===== src/rtl/tx_dom_guard_pkg.sv =====
package tx_dom_guard_pkg;
  typedef enum logic [1:0] {
    MODE_FAILSAFE = 2'd0,
    MODE_NORMAL   = 2'd1,
    MODE_SILENT   = 2'd2,
    MODE_SLEEP    = 2'd3
  } guard_mode_e;
endpackage


===== src/rtl/tx_run_counter.sv =====
// Saturating run-length counter; hit_o flags the edge that completes LIMIT samples.
module tx_run_counter #(
  parameter int unsigned LIMIT = 4
) (
  input  logic clk_i,
  input  logic rst_ni,
  input  logic clr_i,
  input  logic inc_i,
  output logic hit_o
);
  localparam int unsigned CW = (LIMIT > 1) ? $clog2(LIMIT) : 1;
  localparam logic [CW-1:0] LAST = CW'(LIMIT - 1);

  logic [CW-1:0] cnt_q;

  always_ff @(posedge clk_i or negedge rst_ni) begin
    if (!rst_ni)                       cnt_q <= '0;
    else if (clr_i)                    cnt_q <= '0;
    else if (inc_i && cnt_q != LAST)   cnt_q <= cnt_q + 1'b1;
  end

  assign hit_o = inc_i && (cnt_q == LAST);

  a_r9_count_in_range: assert property (@(posedge clk_i) disable iff (!rst_ni)
    cnt_q <= LAST);
endmodule


===== src/rtl/tx_lock_ctrl.sv =====
module tx_lock_ctrl (
  input  logic clk_i,
  input  logic rst_ni,
  input  logic normal_i,
  input  logic set_i,
  input  logic rel_i,
  output logic lock_o
);
  logic lock_q;

  always_ff @(posedge clk_i or negedge rst_ni) begin
    if (!rst_ni)        lock_q <= 1'b0;
    else if (!normal_i) lock_q <= 1'b0;
    else if (set_i)     lock_q <= 1'b1;
    else if (rel_i)     lock_q <= 1'b0;
  end

  assign lock_o = lock_q;

  // set comes only from the low-run counter, release only from the high-run counter
  a_r7_set_rel_exclusive: assert property (@(posedge clk_i) disable iff (!rst_ni)
    !(set_i && rel_i));
endmodule


===== src/rtl/tx_dom_guard.sv =====
module tx_dom_guard
  import tx_dom_guard_pkg::*;
#(
  parameter int unsigned TIMEOUT_CYC = 1_200_000,
  parameter int unsigned RELEASE_CYC = 2_000
) (
  input  logic       clk_i,
  input  logic       rst_ni,
  input  logic       txd_i,
  input  logic [1:0] mode_i,
  output logic       drv_dom_o,
  output logic       timeout_o
);
  logic normal, lock, set_lock, rel_lock;

  assign normal = (mode_i == MODE_NORMAL);

  // low-run counter: only counts while transmitting is allowed
  tx_run_counter #(.LIMIT(TIMEOUT_CYC)) u_dom_cnt (
    .clk_i (clk_i),
    .rst_ni(rst_ni),
    .clr_i (!normal || txd_i || lock),
    .inc_i (normal && !txd_i && !lock),
    .hit_o (set_lock)
  );

  // high-run counter: only counts during lockout
  tx_run_counter #(.LIMIT(RELEASE_CYC)) u_rel_cnt (
    .clk_i (clk_i),
    .rst_ni(rst_ni),
    .clr_i (!normal || !txd_i || !lock),
    .inc_i (normal && txd_i && lock),
    .hit_o (rel_lock)
  );

  tx_lock_ctrl u_lock (
    .clk_i   (clk_i),
    .rst_ni  (rst_ni),
    .normal_i(normal),
    .set_i   (set_lock),
    .rel_i   (rel_lock),
    .lock_o  (lock)
  );

  assign drv_dom_o = normal && !txd_i && !lock;
  assign timeout_o = lock;

  a_r1_quiet_outside_normal: assert property (@(posedge clk_i) disable iff (!rst_ni)
    (mode_i != MODE_NORMAL) |-> !drv_dom_o);
  a_r6_locked_recessive: assert property (@(posedge clk_i) disable iff (!rst_ni)
    timeout_o |-> !drv_dom_o);
  a_r3_lock_after_low: assert property (@(posedge clk_i) disable iff (!rst_ni)
    $rose(timeout_o) |-> $past(!txd_i && mode_i == MODE_NORMAL));
  a_r7_release_after_high: assert property (@(posedge clk_i) disable iff (!rst_ni)
    $fell(timeout_o) |-> $past(txd_i || mode_i != MODE_NORMAL));
  a_r8_exit_clears_lock: assert property (@(posedge clk_i) disable iff (!rst_ni)
    (mode_i != MODE_NORMAL) |=> !timeout_o);
endmodule


===== config.mk =====
export PLATFORM = sky130hd
export DESIGN_NAME = tx_dom_guard
export DESIGN_NICKNAME = d
export VERILOG_FILES = /design/src/rtl/tx_dom_guard_pkg.sv /design/src/rtl/tx_run_counter.sv /design/src/rtl/tx_lock_ctrl.sv /design/src/rtl/tx_dom_guard.sv
export SDC_FILE = /design/constraint.sdc
export NUM_CORES = 1
export LEC_CHECK = 0
export CELL_PAD_IN_SITES_DETAIL_PLACEMENT = 1
export CELL_PAD_IN_SITES_GLOBAL_PLACEMENT = 1
export CORE_ASPECT_RATIO = 0.8
export CORE_MARGIN = 1.5
export CORE_UTILIZATION = 47
export DETAILED_ROUTE_END_ITERATION = 10
export GPL_ROUTABILITY_DRIVEN = 0
export PLACE_DENSITY_LB_ADDON = 0.1
export SYNTH_ARGS = -nofsm -noshare
export SYNTH_HDL_FRONTEND = slang
export SYNTH_SLANG_ARGS = --single-unit

===== constraint.sdc =====
create_clock -name clk_i -period 2.5 [get_ports clk_i]
set_input_delay 0.25 -clock clk_i [delete_from_list [all_inputs] [get_ports clk_i]]
set_output_delay 0.25 -clock clk_i [all_outputs]
set_load 0.02 [all_outputs]

# Yosys cells after proc, flatten, opt, wreduce, memory -nomap -nowiden
# Index checks and enable logic that the tools add are counted.
# totals
register_bits,33
latch_bits,0
ram_bits,0
rom_bits,0
in_bits,5
output_inout_bits,2
elab_cells,35
memories,0
# classes
addsub,2
mul,0
div,0
n_lt_le_gt_ge,0
n_eq_ne,6
shift,0
muxes,7
bitwise,0
n_reduce_logical,17
# ops
cell,count
two-way mux 21 bit,2
two-way mux 11 bit,2
"adder 21 x 1 -> 21 bit, second input constant",1
"equality test 21 bit, second input constant",1
"inequality test 21 bit, second input constant",1
"adder 11 x 1 -> 11 bit, second input constant",1
"equality test 11 bit, second input constant",1
"inequality test 11 bit, second input constant",1
logical AND 1 bit,8
logical OR 1 bit,4
nonzero test 2 bit,2
logical NOT 1 bit,3
two-way mux 1 bit,3
"inequality test 3 x 1 -> 1 bit, second input constant",1
"equality test 2 x 1 -> 1 bit, second input constant",1

# Longest topological paths before layout
# depth
word_depth,7
depth_mapped,6
mapped_depth_nobuf,5

# By module
# Synthesis repeated with hierarchy kept, for this count alone.
# unflattened
cells_unflattened,205
area_unflattened_um2,1943.1
# by_module_without_submodules
mod,n_inst,cells_each,area_each_um2,seq_area_each_um2
tx_run_counter at u_dom_cnt,1,128,1196.1,525.5
tx_run_counter at u_rel_cnt,1,69,653.1,275.3
tx_dom_guard,1,5,47.5,0.0
tx_lock_ctrl,1,3,46.3,25.0

# Least setup slack after synthesis
# No wires, ideal clock.
# synth_timing
kind,register -> register
start,register u_rel_cnt.cnt_q[0]
end,register u_lock.lock_q (netlist: u_lock.lock_o)
setup_ns,0.129
arrival_ns,1.611
t_required_ns,2.371
path_slack_ns,0.760
stages_incl_launch_ff,7
n_path_buf,1
synth_period_minus_slack_ns,1.740
cell_sequence,dfrtp_1 > ha_1 > nand3_1 > or4_1 > clkbuf_1 > o21ai_0 > a21boi_0
# synth_via
elab_chain_cells,3
# synth_rtl
element,line,text
from (decl),tx_run_counter.sv:14,logic [CW-1:0] cnt_q;
from (signal assigned),tx_run_counter.sv:19,else if (inc_i && cnt_q != LAST) cnt_q <= cnt_q + 1'b1;
equality test 11 bit,tx_run_counter.sv:22,assign hit_o = inc_i && (cnt_q == LAST);
logical AND 1 bit,tx_run_counter.sv:22,
inequality test 3 x 1 -> 1 bit (no source line),n/a,
to (signal assigned),tx_lock_ctrl.sv:12,if (!rst_ni) lock_q <= 1'b0;
to (signal assigned),tx_lock_ctrl.sv:13,else if (!normal_i) lock_q <= 1'b0;
to (signal assigned),tx_lock_ctrl.sv:14,else if (set_i) lock_q <= 1'b1;
to (decl),tx_lock_ctrl.sv:9,logic lock_q;
# Every way passes these cells.
# A chain may end at the register's enable or synchronous reset.

# Worst setup path after layout
# layout_timing
start,input port txd_i
end,output port drv_dom_o
# layout_via
elab_chain_cells,3
# layout_rtl
element,line,text
from (decl),tx_dom_guard.sv:9,"input logic txd_i,"
logical NOT 1 bit,tx_dom_guard.sv:45,assign drv_dom_o = normal && !txd_i && !lock;
logical AND 1 bit (2 in a row),tx_dom_guard.sv:45,
to (decl),tx_dom_guard.sv:11,"output logic drv_dom_o,"
# Every way passes these cells.

==> flow_summary.ini <==
[worst_setup_path]
end_kind = output port
cp-start-kind = input pin
timing.rr.start = u_rel_cnt.cnt_q[0]
worstSetupPathType = in2out
r2r_cells = 5
ff2ff_setup_slack_ps = 410
required_ps = 2250
critPathArrivalTime_ps = 2020
cp_max_fo = 6
reg2reg_to = u_lock.lock_o

[die]
boundaryPins = 7
start_util_pct = 50.7
die-width_um = 72.1
dieArea_mm2 = 0.00420
fp.dieH_um = 58.3
rows = 19
coreArea_mm2 = 0.00354

[layout]
multi_input_area_um2 = 898
area_delta_synth_final_pct = 8.65
drive_gt1_share_pct = 8.67
regArea_um2 = 826
final_nets = 202
diodes = 0
fill_cells = 420

[timing]
hold_viol = 0
rsz0062_at_grt = no
tns_ps = 0
maxSlewHeadroom_pct = 61.4
setup_viol = 0
min_period_over_period_pct = 90.8
slew_violations = 0
period_minus_slack_ps = 2270
worst_slew_pin_slew_ps = 575
whs_ps = 376
skew_ps = 6.52
fmax_mhz = 441

[synthesis]
netlist_instances = 188
ys_ff_latch = 33
yosysSeqAreaShare_pct = 46.0
synth_nets = 195
synthArstFlopShare_pct = 100
synth_area_mm2 = 0.00179
synth_ff_type = dfrtp_1
synth_warnings = 0
synth_edf_count = 0
yosysUniqueCellTypes = 40
synth_area_per_cell_um2 = 9.54

[drt]
drcViolationCount = 0
routed-via-count = 1518
wl_per_cell_um = 19.2
drt_iter0_drc = 105
drt_pass1_iterations = 4
vias_per_cell = 6.38
routed_wl_mm = 4.56
postRouteAntennaNets = 0

[pwr]
powerDensity_mw_per_mm2 = 488
p_total_mw = 0.951
ir_drop_uv = 392
power_leakage_nw = 0.786

[grt]
grt_overflow = 0
globalRouteTotalUtil_pct = 24.2
grt_pass1_wl_mm = 7.62
antenna_found_initial = 0
grt_pass1_vias = 1520
grt_max_degree = 34

[clock_network]
root_buffer = clkbuf_8
cts-htree-levels = 2
cts_made_buffers = 5
path_clk_slew_ps = 70
insertion_delay_ps = 280
cts_buffer_depth = 2
cts_tree = done
post-cts-setup-buffers = 0
clock-sinks = 33
cts-resized-gates = 0
cts_hold_buffers = 0

[hold_path]
hold_path.class = in2async

[run]
max_cap_violations = 0

[run_status]
status = complete, no violations

[placement]
io_buffers = 6
dp_hpwl_mm = 3.21
## cell families after synthesis
| group | share of synthesized area [%] |
|---|---|
| simple gates | 29.4 |
| compound gates | 13.4 |
| fa+ha+maj | 1.39 |
| mux | 0.558 |
| buf+inv | 3.90 |
| flops | 46.0 |
| xor+xnor | 5.37 |
## synth_stat cells (2+ instances only)
cell | instances | area (um2)
nand2_1 | 13 | 48.8
xor2_1 | 7 | 61.3
nor4b_1 | 4 | 35.0
or4_1 | 5 | 37.5
dfrtp_1 | 33 | 826
nor3_1 | 5 | 25.0
xnor2_1 | 4 | 35.0
nand3_1 | 13 | 65.1
ha_1 | 2 | 25.0
buf_6 | 3 | 33.8
o21ai_0 | 10 | 50.1
and3_1 | 3 | 18.8
nand4_2 | 2 | 25.0
o31ai_1 | 4 | 30.0
nor2_1 | 15 | 56.3
inv_1 | 3 | 11.3
buf_2 | 2 | 10.0
and4_1 | 4 | 35.0
nand4_1 | 7 | 43.8
a21oi_1 | 12 | 60.1
and2_1 | 5 | 31.3
a31oi_1 | 7 | 43.8
clkbuf_1 | 3 | 11.3
a211oi_1 | 2 | 15.0
a21boi_0 | 2 | 15.0
or3_1 | 4 | 25.0
## per-stage QoR
stage	utilization, %	area [um2]	worst slack (ps)	cells
6_report	55.0	1950	230	238
5_1_grt	55.0	1950	176	238
4_1_cts	55.0	1950	231	238
2_1_floorplan	-	1790	760	188
3_3_place_gp	52.7	1870	258	230
3_5_place_dp	52.7	1870	230	230
## how the worst max path moves through the flow
stage | start | end
floorplan | u_rel_cnt.cnt_q[0] | u_lock.lock_o
CTS | txd_i | drv_dom_o
global route | txd_i | drv_dom_o
detailed placement | txd_i | drv_dom_o
global placement | txd_i | drv_dom_o
finish | txd_i | drv_dom_o
## routing by layer
| layer | part of all wire, % | routed length [um] | vias up | global-route usage, % |
|---|---|---|---|---|
| met5 | 0 | 0 | - | 0 |
| met4 | 1.4 | 64 | 0 | 7.28 |
| met3 | 4.8 | 218 | 8 | 5.39 |
| met2 | 46 | 2110 | 41 | 37.2 |
| met1 | 48 | 2170 | 759 | 34.6 |
| li1 | - | - | 710 | - |
## state kept, by name (all words and copies together) (netlist names)
| register | flops |
|---|---|
| u_rel_cnt.cnt_q | 11 |
| u_dom_cnt.cnt_q | 21 |
| u_lock.lock_o | 1 |
## layout make-up
type,count,area share [%]
Multi-Input combinational cell,143,46.1
Inverter,4,0.770
Clock buffer,6,3.72
Timing Repair Buffer,8,3.85
Sequential cell,33,42.4
Tap cell,42,2.70
Clock inverter,2,0.513
## layout by cell type (no fill, tap or decap), types with 4 or more instances in the layout
master           Yosys  layout
or3_1                4       4
and2_1               5       5
a31oi_1              7       7
nor3_1               5       5
o31ai_1              4       4
a21oi_1             12      12
xor2_1               7       7
nand3_1             13      13
and4_1               4       4
xnor2_1              4       4
nand4_1              7       7
nor4b_1              4       4
nand2_1             13      13
clkbuf_8             0       5
nor2_1              15      15
dfrtp_1             33      33
or4_1                5       5
o21ai_0             10      10
clkdlybuf4s50_1      0       6
## critical path, stage by stage
cell	delay [ps]
clkdlybuf4s50_1	440
or4b_1	560
inv_2	150
clkdlybuf4s50_1	620
## report_power, final
part | total (mW) | switching [mW] | internal (mW)
sequential | 0.536 | 0.00104 | 0.535
combinational | 0.0311 | 0.0202 | 0.0109
clock | 0.384 | 0.192 | 0.193
Note: power is estimated with default switching activity, not from simulation.
